**config.mk**
```make
export PLATFORM = sky130hd
export DESIGN_NAME = pinmux_bank
export DESIGN_NICKNAME = d
export VERILOG_FILES = /design/src/rtl/pinmux_pkg.sv /design/src/rtl/pinmux_regs.sv /design/src/rtl/pinmux_route.sv /design/src/rtl/pinmux_bank.sv
export SDC_FILE = /design/constraint.sdc
export NUM_CORES = 1
export LEC_CHECK = 0
export BUFFER_PORTS_ARGS = -buffer_cell sky130_fd_sc_hd__buf_4
export CORE_AREA = 2 2 151 153
export CTS_CLUSTER_SIZE = 28
export DETAILED_ROUTE_END_ITERATION = 7
export DIE_AREA = 0 0 153 155
export GPL_TIMING_DRIVEN = 0
export PLACE_DENSITY = 0.82
export SYNTH_ARGS = -nofsm -noshare
export SYNTH_HDL_FRONTEND = slang
export SYNTH_SLANG_ARGS = --single-unit
```
**constraint.sdc**
```tcl
create_clock -name clk -period 1.9 [get_ports clk]
set_input_delay 0.38 -clock clk [delete_from_list [all_inputs] [get_ports clk]]
set_output_delay 0.38 -clock clk [all_outputs]
set_load 0.02 [all_outputs]
```
**src/rtl/pinmux_pkg.sv**
```systemverilog
package pinmux_pkg;
  localparam int NUM_FUNCS   = 4;
  localparam int REG_IO_ON   = 0;
  localparam int REG_IO_OFF  = 1;
  localparam int REG_OWN     = 2;
  localparam int REG_SEL_LO  = 3;
  localparam int REG_SEL_HI  = 4;
  localparam int REG_GP_OUT  = 5;
  localparam int REG_GP_OE   = 6;

  typedef enum logic [1:0] {
    FN_A = 2'b00,
    FN_B = 2'b01,
    FN_C = 2'b10,
    FN_D = 2'b11
  } fn_code_e;

  // Combine the two select-register bits of one pin into a function code.
  function automatic fn_code_e fn_code(input logic hi, input logic lo);
    return fn_code_e'({hi, lo});
  endfunction
endpackage

```
**src/rtl/pinmux_regs.sv**
```systemverilog
module pinmux_regs
  import pinmux_pkg::*;
#(
  parameter int NUM_PINS = 32,
  parameter int ADDR_W   = 3
) (
  input  logic                clk,
  input  logic                rst_n,
  input  logic                bus_wr,
  input  logic [ADDR_W-1:0]   bus_addr,
  input  logic [NUM_PINS-1:0] bus_wdata,
  output logic [NUM_PINS-1:0] bus_rdata,
  output logic [NUM_PINS-1:0] own_gpio,
  output logic [NUM_PINS-1:0] sel_lo,
  output logic [NUM_PINS-1:0] sel_hi,
  output logic [NUM_PINS-1:0] gp_out,
  output logic [NUM_PINS-1:0] gp_oe
);
  // Decoded write strobes, kept as named wires for the assertions.
  logic wr_on, wr_off, wr_sel_lo, wr_sel_hi, wr_gp_out, wr_gp_oe;
  assign wr_on     = bus_wr && (bus_addr == ADDR_W'(REG_IO_ON));
  assign wr_off    = bus_wr && (bus_addr == ADDR_W'(REG_IO_OFF));
  assign wr_sel_lo = bus_wr && (bus_addr == ADDR_W'(REG_SEL_LO));
  assign wr_sel_hi = bus_wr && (bus_addr == ADDR_W'(REG_SEL_HI));
  assign wr_gp_out = bus_wr && (bus_addr == ADDR_W'(REG_GP_OUT));
  assign wr_gp_oe  = bus_wr && (bus_addr == ADDR_W'(REG_GP_OE));

  logic [NUM_PINS-1:0] own_q, sel_lo_q, sel_hi_q, gp_out_q, gp_oe_q;

  always_ff @(posedge clk or negedge rst_n) begin
    if (!rst_n) begin
      own_q    <= '1;
      sel_lo_q <= '0;
      sel_hi_q <= '0;
      gp_out_q <= '0;
      gp_oe_q  <= '0;
    end else begin
      if (wr_on)     own_q    <= own_q | bus_wdata;
      if (wr_off)    own_q    <= own_q & ~bus_wdata;
      if (wr_sel_lo) sel_lo_q <= bus_wdata;
      if (wr_sel_hi) sel_hi_q <= bus_wdata;
      if (wr_gp_out) gp_out_q <= bus_wdata;
      if (wr_gp_oe)  gp_oe_q  <= bus_wdata;
    end
  end

  always_comb begin
    bus_rdata = '0;
    if (bus_addr == ADDR_W'(REG_OWN))         bus_rdata = own_q;
    else if (bus_addr == ADDR_W'(REG_SEL_LO)) bus_rdata = sel_lo_q;
    else if (bus_addr == ADDR_W'(REG_SEL_HI)) bus_rdata = sel_hi_q;
    else if (bus_addr == ADDR_W'(REG_GP_OUT)) bus_rdata = gp_out_q;
    else if (bus_addr == ADDR_W'(REG_GP_OE))  bus_rdata = gp_oe_q;
  end

  assign own_gpio = own_q;
  assign sel_lo   = sel_lo_q;
  assign sel_hi   = sel_hi_q;
  assign gp_out   = gp_out_q;
  assign gp_oe    = gp_oe_q;

  AST_RESET_STATE: assert property (@(posedge clk) !rst_n |=> (own_q == '1 && sel_lo_q == '0 && sel_hi_q == '0 && gp_oe_q == '0));
  AST_OFF_CLEARS: assert property (@(posedge clk) disable iff (!rst_n) wr_off |=> ((own_q & $past(bus_wdata)) == '0));
  AST_OFF_KEEPS: assert property (@(posedge clk) disable iff (!rst_n) wr_off |=> (((own_q ^ $past(own_q)) & ~$past(bus_wdata)) == '0));
  AST_ON_SETS: assert property (@(posedge clk) disable iff (!rst_n) wr_on |=> ((own_q & $past(bus_wdata)) == $past(bus_wdata)));
  AST_ON_KEEPS: assert property (@(posedge clk) disable iff (!rst_n) wr_on |=> (((own_q ^ $past(own_q)) & ~$past(bus_wdata)) == '0));
  AST_OWN_HOLD: assert property (@(posedge clk) disable iff (!rst_n) !(wr_on || wr_off) |=> $stable(own_q));
  AST_SEL_HOLD: assert property (@(posedge clk) disable iff (!rst_n) !(wr_sel_lo || wr_sel_hi) |=> ($stable(sel_lo_q) && $stable(sel_hi_q)));
endmodule

```
**src/rtl/pinmux_route.sv**
```systemverilog
module pinmux_route
  import pinmux_pkg::*;
(
  input  logic                 own_gpio,
  input  logic                 sel_lo,
  input  logic                 sel_hi,
  input  logic                 gp_out,
  input  logic                 gp_oe,
  input  logic [NUM_FUNCS-1:0] fn_out,
  input  logic [NUM_FUNCS-1:0] fn_oe,
  output logic                 pad_out,
  output logic                 pad_oe
);
  fn_code_e code;
  logic     per_out, per_oe;

  assign code = fn_code(sel_hi, sel_lo);

  always_comb begin
    unique case (code)
      FN_A:    begin per_out = fn_out[0]; per_oe = fn_oe[0]; end
      FN_B:    begin per_out = fn_out[1]; per_oe = fn_oe[1]; end
      FN_C:    begin per_out = fn_out[2]; per_oe = fn_oe[2]; end
      default: begin per_out = fn_out[3]; per_oe = fn_oe[3]; end
    endcase
  end

  assign pad_out = own_gpio ? gp_out : per_out;
  assign pad_oe  = own_gpio ? gp_oe  : per_oe;
endmodule

```
**src/rtl/pinmux_bank.sv**
```systemverilog
module pinmux_bank
  import pinmux_pkg::*;
#(
  parameter int NUM_PINS = 32,
  parameter int ADDR_W   = 3
) (
  input  logic                          clk,
  input  logic                          rst_n,
  input  logic                          bus_wr,
  input  logic [ADDR_W-1:0]             bus_addr,
  input  logic [NUM_PINS-1:0]           bus_wdata,
  output logic [NUM_PINS-1:0]           bus_rdata,
  input  logic [NUM_FUNCS*NUM_PINS-1:0] fn_out,
  input  logic [NUM_FUNCS*NUM_PINS-1:0] fn_oe,
  output logic [NUM_PINS-1:0]           pad_out,
  output logic [NUM_PINS-1:0]           pad_oe
);
  logic [NUM_PINS-1:0] own_gpio, sel_lo, sel_hi, gp_out, gp_oe;

  pinmux_regs #(.NUM_PINS(NUM_PINS), .ADDR_W(ADDR_W)) u_regs (
    .clk(clk), .rst_n(rst_n), .bus_wr(bus_wr), .bus_addr(bus_addr),
    .bus_wdata(bus_wdata), .bus_rdata(bus_rdata), .own_gpio(own_gpio),
    .sel_lo(sel_lo), .sel_hi(sel_hi), .gp_out(gp_out), .gp_oe(gp_oe)
  );

  for (genvar p = 0; p < NUM_PINS; p++) begin : g_pin
    logic [NUM_FUNCS-1:0] pin_fo, pin_fe;
    for (genvar f = 0; f < NUM_FUNCS; f++) begin : g_fn
      assign pin_fo[f] = fn_out[f*NUM_PINS+p];
      assign pin_fe[f] = fn_oe[f*NUM_PINS+p];
    end
    pinmux_route u_route (
      .own_gpio(own_gpio[p]), .sel_lo(sel_lo[p]), .sel_hi(sel_hi[p]),
      .gp_out(gp_out[p]), .gp_oe(gp_oe[p]), .fn_out(pin_fo), .fn_oe(pin_fe),
      .pad_out(pad_out[p]), .pad_oe(pad_oe[p])
    );
  end

  AST_GPIO_PADS: assert property (@(posedge clk) disable iff (!rst_n) ((own_gpio == '1) && $stable(gp_out) && $stable(gp_oe) && $stable(own_gpio)) |-> ($stable(pad_out) && $stable(pad_oe)));
  AST_RESET_PADS: assert property (@(posedge clk) !rst_n |=> (pad_oe == '0));
endmodule

```
==> metrics.cfg, run 1 <==
[status]
status=complete, but fails checks
violations_in_the_final_reports=negative setup slack

[placement]
dpl-instance-area_um2=13900
routabilityCongestion=0.833
portBuffers=388
dpl.hpwl_um=25100

[finish]
layout.nets=1800
final_layout_size_suffix_gt1_share_pct=72.7
layout.cells.most_common_list=buf_4, buf_6, mux2i_1
layout.cells.most_common=buf_4
insertedDiodeCount=0
area_delta_synth_final_pct=73.1
fin_area_um2=18200

[worst_setup_path]
required_ns=1.52
critPathCaptureType=output pin
r2r_end=u_regs.sel_lo[25]
ff2ff_path_depth=3
crit_arrival_ns=1.78
type_of_the_setup_path_with_the_least_slack=flop to output pin
cp-start-kind=flop
maximum_fanout_encountered_on_the_critical_timing_path=6
reg2reg_slack_ns=0.72
crit-reg2reg-launch=u_regs.sel_lo[25]

[logic_synthesis]
synth_top_cell_by_area=dfrtp_1
synth.top_cells.by_area=dfrtp_1, mux2_2, mux2i_1, dfstp_2, a221oi_1
syn_area_um2=10500
ys_ff_latch=160
post_synth_xor_area_fraction_pct=0
seq_area_frac_synth_pct=38.4
largest_family_of_logic_cells_by_synthesized_area=multiplexers
synth.top_cell.area_share_pct=30.4
yosys_warnings=0
synthCells=998
synth-compound-area-share_pct=16.8
synth_area_per_cell_um2=10.5
synthDistinctLibCells=25
synth_nets=1292
synth-adder-area-share_pct=0
fraction_of_synthesized_area_in_multiplexers_pct=26.1
yosys.area_share.simple_pct=7.69

[timing]
fin_skew_ns=0
setup_viol=96
finalCritPeriodShare_pct=114
actual_transition_at_the_worst_max_transition_pin_ns=0.753
finalWorstPathRequiredPeriod_ns=2.16
final_max_slew_viol_count=0
fmaxAchievable_ghz=0.463
tns_ns=-10.65
max_slew_margin_pct=49.8
finalHoldViolCount=0
unrepaired_setup_endpoints_after_global_routing=true
final_critical_path_setup_slack_ns=-0.261

[min_path]
min-delay-path-class=primary input to flop
timing.hold.worst_endpoint=u_regs.sel_hi[11]
min_from=bus_wdata[11]
hold-path-cell-count=2

[global_routing]
grt_remaining_overflow=0
maximum_number_of_pins_on_one_net_before_global_route_repair=86
grt_pass1_wl_um=60000
grt_antenna_before_repair=0
first_global_vias=11000
track_usage_pct=31.8

[clock_network]
cts.clk_slew.worst_paths_ns=0.07
cts-buffers-inserted=17
insertion_delay_ns=0.41
clock-root-buffer=clkbuf_16
number_of_buffers_on_the_longest_clock_path=2
cts_num_sinks=160
ctsHtreeMaxLevel=4
cts_tree=done

[floorplan]
floorplan.rows=55
initial_core_util_pct=47.4
die_h_um=155
core_region_area_um2=22200
num_io_pins=390
die-area_um2=23700
die-width_um=153

[detailed_routing]
drt_iter0_drc=732
drt-vias-per-instance=6.14
met3WireLength_um=3150
dr_drc_count=0
route.detailed.wl_per_inst_um=25.7
routed-wl-met2_um=24100
vias=11100
drtAntennaViolNets=0
routedLengthMet1_um=16400
drt_first_pass_iters=5
top_layer_used=met4
route.final.wire_length_um=46300

[flow_run]
cap_violations=0

[pwr]
sw_frac_of_total_pct=38.1
powerDensity_nw_per_um2=1010
switching_power_mw=7.00
share_comb_of_total_power_pct=48.6
vdd_ir_drop_max_uv=585
power.clock.fraction_pct=19.3
cell_int_power_mw=11.3
seqPwrFrac_pct=32.0
power_leakage_nw=8.22

## synthesized netlist by cell type
library cell and number:
mux2_1 38, a21oi_1 19, nand2_1 32, nand2b_1 1
buf_4 69, and2_1 1, clkbuf_1 40, mux2i_1 109
a221o_1 13, buf_2 23, o2bb2ai_1 13, inv_1 96
a2111oi_0 64, nor2b_2 1, dfrtp_1 128, dfstp_2 32
nand3_1 2, and3b_1 2, nor3b_2 1, nand4b_2 1
nor2b_1 98, a22oi_1 19, mux2_2 109, a221oi_1 83
buf_1 4
## cell families after synthesis
family / after synthesis
compound gates: 211
buf+inv: 232
flops: 160
mux: 256
simple gates: 139
## worst max path at each step
stage	startpoint	to	slack (ns)	cells after the start
finish	u_regs.sel_lo[25]	pad_oe[25]	-0.26	5
global route	u_regs.sel_lo[25]	pad_oe[25]	-0.31	5
CTS	u_regs.sel_lo[7]	pad_out[7]	-0.18	5
detailed placement	bus_addr[2]	bus_rdata[21]	-0.43	6
global placement	bus_addr[2]	bus_rdata[21]	-0.45	6
floorplan	bus_addr[1]	bus_rdata[0]	0.04	5
## cell type report
type                    count  area [µm²]
plain buffers              56         465
clock inverters            12         149
fillers                  1126        4000
well taps                 285         357
flip-flops and latches    160        4110
repair buffers            569        4810
inverters                  96         360
multi-input cells         606        7520
clock buffers              20         457
## what timing repair did
item / 4_1_cts / 5_1_grt
endpoints found under the hold margin: 4 / 0
setup endpoints to repair: 96 / 96
buffers inserted: 117 / 65
pin swaps: 103 / 54
cloned: 0 / 0
hold buffers: 1 / 0
gates resized for setup: 418 / 213
## critical path: stages (launching register included)
cell and delay (ns):
dfrtp_2 0.48, buf_4 0.16, mux2i_1 0.12, a221oi_2 0.31
buf_4 0.18, buf_6 0.11
## through the flow
step / setup WS (ns) / util, % / power [mW] / hold WS (ns) / cells
after floorplan: 0.0366 / - / 8.77 / 0.0844 / 998
after global placement: -0.447 / 62.3 / 10.9 / 0.494 / 1671
after detailed placement: -0.429 / 62.4 / 11.1 / 0.445 / 1672
after CTS: -0.183 / 74.7 / 16.4 / 0.197 / 1750
after global routing: -0.309 / 82.0 / 19.0 / 0.206 / 1804
final: -0.261 / 82.0 / 18.3 / 0.208 / 1804
## power by group through the flow
stage,logic (mW),registers (mW),clock network (mW)
final,8.92,5.88,3.55
after global routing,9.31,5.96,3.73
after global placement,5.85,5.03,0
after detailed placement,5.98,5.09,0
after CTS,7.30,5.56,3.53
after floorplan,3.96,4.82,0
## metal layers
metal	vias to the layer above	global-route usage (%)
met4	0	12.6
met1	5496	37.6
met5	-	0
met2	684	58.1
met3	211	5.21
li1	4681	-
(Power assumes the default switching activity.)
==> inputs of run 2 (changes only) <==
CORE_AREA = 2 2 150 152   (was 2 2 151 153)
CTS_BUF_LIST = sky130_fd_sc_hd__clkbuf_8   (was unset)
DIE_AREA = 0 0 152 154   (was 0 0 153 155)
PLACE_DENSITY = 0.83   (was 0.82)
clock period = 2.1 ns   (was 1.9 ns; I/O delays follow)
==> run 2 against run 1 <==
Effect of this change: the flow still finishes with violations (negative setup slack); via count shrank 4.7%; non-clock buffer count is 43 lower; clock power shrank 26%; total power is 17% lower; worst setup slack improved by 0.14 ns; utilization decreased by 3.6 points; design area is 6.7% lower; clock skew stayed put; critical path depth is 1 lower; sequential power fell by 9.5%; combinational power decreased by 19%; critical path type unchanged; highest routed layer unchanged.
==> metrics.cfg, run 2 (synthesized netlist as in run 1, its figures left out) <==
[finish]
layout.nets=1757  ; -2.4%
area_delta_synth_final_pct=61.6
final_layout_size_suffix_gt1_share_pct=68.9  ; -3.8 points
final.fill_count=1254  ; +11%
layout.cells.most_common=buf_4
layout.cells.most_common_list=buf_4, mux2i_1, inv_1, buf_6, mux2_2
insertedDiodeCount=0  ; unchanged

[timing]
fmaxAchievable_ghz=0.451
actual_transition_at_the_worst_max_transition_pin_ns=0.752  ; -0.00102 ns
fin_worst_hold_slack_ns=0.217  ; +0.00876 ns
setup_viol=46  ; -52%
unrepaired_setup_endpoints_after_global_routing=true
finalHoldViolCount=0  ; unchanged
final_max_slew_viol_count=0  ; unchanged
finalCritPeriodShare_pct=106
finalWorstPathRequiredPeriod_ns=2.22
fin_skew_ns=0  ; unchanged
max_slew_margin_pct=49.9  ; +0.068 points
final_critical_path_setup_slack_ns=-0.116  ; +0.145 ns

[global_routing]
first_global_vias=10700  ; -2.7%
grt_antenna_before_repair=0  ; unchanged
track_usage_pct=30.2  ; -1.6 points
maximum_number_of_pins_on_one_net_before_global_route_repair=96  ; +12%
grt_remaining_overflow=0  ; unchanged
grt_pass1_wl_um=56300  ; -6.1%

[pwr]
seqPwrFrac_pct=35.1  ; +3.1 points
cell_int_power_mw=9.51  ; -16%
sw_frac_of_total_pct=37.3  ; -0.85 points
share_comb_of_total_power_pct=47.6  ; -1.0 points
power.clock.fraction_pct=17.3  ; -2.0 points
p_total_mw=15.2  ; -17%
power_leakage_nw=7.80  ; -5.1%
powerDensity_nw_per_um2=892  ; -11%
vdd_ir_drop_max_uv=525  ; -10%
switching_power_mw=5.65  ; -19%

[worst_setup_path]
cp-start-kind=flop
type_of_the_setup_path_with_the_least_slack=flop to output pin
maximum_fanout_encountered_on_the_critical_timing_path=7  ; +1
crit_arrival_ns=1.80  ; +0.02 ns
required_ns=1.68  ; +0.16 ns
critPathCaptureType=output pin

[floorplan]
die-width_um=152  ; -0.65%
initial_core_util_pct=48.5  ; +1.2 points
core_region_area_um2=21700  ; -2.4%
die_h_um=154  ; -0.65%
num_io_pins=390  ; unchanged
floorplan.rows=54  ; -1.8%
die-area_um2=23400  ; -1.3%

[detailed_routing]
top_layer_used=met4
route.final.wire_length_um=41700  ; -9.9%
vias=10600  ; -4.7%
met3WireLength_um=2460  ; -22%
drtAntennaViolNets=0  ; unchanged
dr_drc_count=0  ; unchanged
drt_first_pass_iters=5  ; unchanged
drt-vias-per-instance=6.01  ; -2.1%
drt_iter0_drc=563  ; -23%
routedLengthMet1_um=15200  ; -7.4%
route.detailed.wl_per_inst_um=23.7  ; -7.5%
routed-wl-met2_um=22200  ; -8.0%

[clock_network]
cts.clk_slew.worst_paths_ns=0.08  ; about the same
number_of_buffers_on_the_longest_clock_path=2  ; unchanged
insertion_delay_ns=0.45  ; +0.04 ns
cts_tree=done
cts_num_sinks=160  ; unchanged
clock-root-buffer=clkbuf_8
ctsHtreeMaxLevel=4  ; unchanged
cts-buffers-inserted=17  ; unchanged

[placement]
portBuffers=388  ; unchanged
dpl.hpwl_um=25200  ; +0.38%
routabilityCongestion=0.838  ; +0.56%

[min_path]
min-delay-path-class=primary input to flop

[flow_run]
cap_violations=0  ; unchanged

[status]
status=complete, but fails checks
violations_in_the_final_reports=negative setup slack

## run 2: cell count changes in the layout (fill, tap and decap cells not counted), sizes merged
cell,delta
clkinvlp,-2
inv,+1
buf,-40
clkbuf,-4
bufinv,+3
clkinv,-1
## run 2: per-stage QoR
| step | area (µm²) | instances | worst slack (ns) | setup TNS, ns | util, % |
|---|---|---|---|---|---|
| final | 17000 | 1756 | -0.116 | -1.63 | 78.4 |
| after detailed placement | 13800 | 1667 | -0.374 | -6.80 | 63.7 |
| after CTS | 15600 | 1734 | -0.0641 | -0.986 | 71.8 |
| after global routing | 17000 | 1756 | -0.169 | -5.73 | 78.4 |
| after global placement | 13800 | 1666 | -0.351 | -28.41 | 63.6 |
| after floorplan | 10500 | 998 | 0.0810 | 0 | - |
## run 2: routing by layer
layer  vias to the layer above  GRT usage, %
met3                       135          6.09
met4                         0          13.1
met1                      5316          34.5
met5                         -             0
li1                       4592             -
met2                       512          54.9
## run 2: area by class of cell
cell class | instances | area (µm²) | area share [%]
multi-input cells | 606 | 7000 | 41.2
repair buffers | 500 | 4110 | 24.2
flip-flops and latches | 160 | 4100 | 24.1
plain buffers | 82 | 629 | 3.70
inverters | 96 | 360 | 2.12
well taps | 280 | 350 | 2.06
clock buffers | 19 | 262 | 1.54
clock inverters | 13 | 195 | 1.15
## run 2: power groups by stage
stage,Combinational (mW),Sequential (mW),Clock (mW)
6_report,7.22,5.32,2.62
5_1_grt,7.58,5.43,2.76
4_1_cts,6.09,5.00,2.63
3_5_place_dp,5.40,4.61,0
3_3_place_gp,5.28,4.55,0
2_1_floorplan,3.56,4.36,0
## run 2: worst paths after layout
check	startpoint	depth (start not counted)	to	slack, ns
worst max-delay path	flop	4	bus_rdata[25]	-0.12
min in group asynchronous	rst_n	2	u_regs.gp_oe[4]	0.50
worst max register to register	u_regs.sel_lo[30]	3	u_regs.sel_lo[30]	0.94
worst min register to register	u_regs.gp_oe[13]	1	u_regs.gp_oe[13]	0.53
max in group asynchronous	rst_n	3	u_regs.sel_lo[24]	0.68
worst min-delay path	bus_wdata[31]	2	u_regs.sel_hi[31]	0.22
## run 2: what timing repair did
action                                  4_1_cts  5_1_grt
setup buffers                                78       35
hold buffers                                  1        0
endpoints found under the setup margin       94       93
pin swaps                                    85       57
hold endpoints to repair                     54        0
gates resized for setup                     275      257
## run 2: critical path, stage by stage (launching register included)
cell	delay, ns
dfstp_2	0.42
mux2_2	0.28
a221oi_1	0.33
a21oi_1	0.12
buf_4	0.19
==> inputs of run 3 (changes only) <==
CORE_AREA = 2 2 153 155   (was 2 2 150 152)
DIE_AREA = 0 0 155 157   (was 0 0 152 154)
clock period = 2 ns   (was 2.1 ns; I/O delays follow)
==> run 3 against run 2 <==
Effect of this change: clock-buffer cell count shrank 1; total power grew 9.5%; first-iteration DRC count rose by 60%; global-route usage rose by 2.7 points; the run still ends with negative setup slack left; die area rose by 4.0%; via count is 6.8% higher; non-clock buffer count is 56 higher; critical endpoint is now pad_out[26]; highest routed layer is now met5; utilization up 1.1 points; worst setup slack got worse by 0.26 ns.
==> metrics.cfg, run 3 (synthesized netlist as in run 1, its figures left out) <==
[status]
status=complete, but fails checks
violations_in_the_final_reports=negative setup slack

[detailed_routing]
drt_first_pass_iters=4  ; -1
drt_iter0_drc=902  ; +60%
vias=11300  ; +6.8%
drtAntennaViolNets=0  ; unchanged
drt-vias-per-instance=6.20  ; +3.2%
route.final.wire_length_um=48700  ; +17%
route.detailed.wl_per_inst_um=26.8  ; +13%
dr_drc_count=0  ; unchanged

[timing]
finalHoldViolCount=0  ; unchanged
fin_worst_hold_slack_ns=0.182  ; -0.0341 ns
final_max_slew_viol_count=0  ; unchanged
fin_skew_ns=0  ; unchanged
actual_transition_at_the_worst_max_transition_pin_ns=0.822  ; +0.0702 ns
finalWorstPathRequiredPeriod_ns=2.38
fmaxAchievable_ghz=0.420
setup_viol=91  ; +98%
unrepaired_setup_endpoints_after_global_routing=true
max_slew_margin_pct=45.2  ; -4.7 points
finalCritPeriodShare_pct=119
final_critical_path_setup_slack_ns=-0.378  ; -0.262 ns

[worst_setup_path]
r2r_end=u_regs.sel_lo[30]
reg2reg_slack_ns=0.73  ; -0.21 ns
type_of_the_setup_path_with_the_least_slack=flop to output pin
crit_arrival_ns=1.98  ; +0.18 ns
worst_setup_sp=u_regs.sel_lo[26]
cp-start-kind=flop
critPathCaptureType=output pin
maximum_fanout_encountered_on_the_critical_timing_path=7  ; unchanged
critical_path.endpoint=pad_out[26]
crit-reg2reg-launch=u_regs.sel_lo[30]
ff2ff_path_depth=3  ; unchanged
required_ns=1.60  ; -0.08 ns

[floorplan]
num_io_pins=390  ; unchanged
die_h_um=157  ; +1.9%
floorplan.rows=55  ; +1.9%
die-width_um=155  ; +2.0%
die-area_um2=24300  ; +4.0%
core_region_area_um2=22500  ; +3.8%
initial_core_util_pct=46.8  ; -1.8 points

[global_routing]
maximum_number_of_pins_on_one_net_before_global_route_repair=82  ; -15%
track_usage_pct=32.9  ; +2.7 points
grt_pass1_wl_um=61800  ; +9.8%
grt_antenna_before_repair=2  ; +2
first_global_vias=11400  ; +6.5%
grt_remaining_overflow=0  ; unchanged

[finish]
final_util_pct=79.5  ; +1.1 points
final_layout_size_suffix_gt1_share_pct=72.1  ; +3.2 points
layout.cells.most_common=buf_4
area_delta_synth_final_pct=70.0
fin_area_um2=17900  ; +5.2%
multiInputGateArea_um2=7350  ; +5.0%
regArea_um2=4110  ; +0.31%
layout.nets=1813  ; +3.2%
layout.cells.most_common_list=buf_4, buf_6, inv_1
final.fill_count=1155  ; -7.9%

[pwr]
power_leakage_nw=8.16  ; +4.6%
powerDensity_nw_per_um2=928  ; +4.1%
vdd_ir_drop_max_uv=588  ; +12%
p_total_mw=16.6  ; +9.5%

[placement]
routabilityCongestion=0.828  ; -1.2%
dpl-instance-area_um2=13800  ; about the same
portBuffers=388  ; unchanged
dpl.hpwl_um=25800  ; +2.2%

[clock_network]
cts.clk_slew.worst_paths_ns=0.10  ; +0.02 ns
number_of_buffers_on_the_longest_clock_path=2  ; unchanged
cts_num_sinks=160  ; unchanged
clock-root-buffer=clkbuf_8
ctsHtreeMaxLevel=4  ; unchanged
cts_tree=done
cts-buffers-inserted=17  ; unchanged
insertion_delay_ns=0.45  ; about the same

[min_path]
min-delay-path-class=primary input to flop

[flow_run]
cap_violations=0  ; unchanged

[run 3: cell types whose count changed in the layout (fill, tap and decap cells not counted), sizes merged]
cell	delta
clkinv	+4
diode	+1
bufinv	-3
buf	+55
[run 3: how the worst min path moves through the flow]
stage	from	endpoint	slack [ns]	depth (start not counted)
3_5_place_dp	rst_n	u_regs.sel_hi[4]	0.49	1
6_report	bus_wdata[1]	u_regs.sel_lo[1]	0.18	2
3_3_place_gp	flop	flop	0.50	2
2_1_floorplan	rst_n	u_regs.gp_oe[0]	0.10	0
4_1_cts	bus_wdata[26]	u_regs.sel_lo[26]	0.15	2
5_1_grt	bus_wdata[9]	u_regs.sel_hi[9]	0.16	2
[run 3: power by group]
part           leakage [nW]  internal (mW)  switching (mW)
clock network         0.206           1.14            1.32
registers              1.82           4.12            1.41
logic                  6.13           4.77            3.86
total                  8.16           10.0            6.58
[run 3: through the flow]
step | setup slack [ns] | setup TNS [ns] | cells
after floorplan | 0.0210 | 0 | 998
after global placement | -0.471 | -43.82 | 1671
after detailed placement | -0.474 | -9.54 | 1672
after CTS | -0.191 | -6.02 | 1775
after global routing | -0.454 | -13.30 | 1817
final | -0.378 | -8.23 | 1818
[run 3: critical path: stages, from the launching register on]
cell and delay (ns):
dfrtp_2 0.50, nor2b_1 0.26, a2111oi_4 0.07, a221oi_4 0.38, buf_4 0.19, buf_6 0.11
[run 3: routing by layer]
layer	up-vias	global-route usage (%)	wire length, µm
met3	259	7.19	4500
met1	5548	35.5	16500
met5	-	0	13
li1	4703	-	-
met2	765	60.0	24400
met4	2	18.2	3290
[run 3: layout make-up]
type                    count  share of cell area, %
diodes                      1                 0.0140
well taps                 285                   1.99
plain buffers              56                   2.41
clock inverters            14                  0.776
clock buffers              18                   1.38
repair buffers            582                   27.4
flip-flops and latches    160                   23.0
inverters                  96                   2.01
multi-input cells         606                   41.1
[run 3: repair_timing]
action	4_1_cts	5_1_grt
pin swaps	101	48
gates resized for setup	424	200
endpoints found under the hold margin	33	0
buffers inserted	150	44
hold buffers	1	0
setup endpoints to repair	96	96
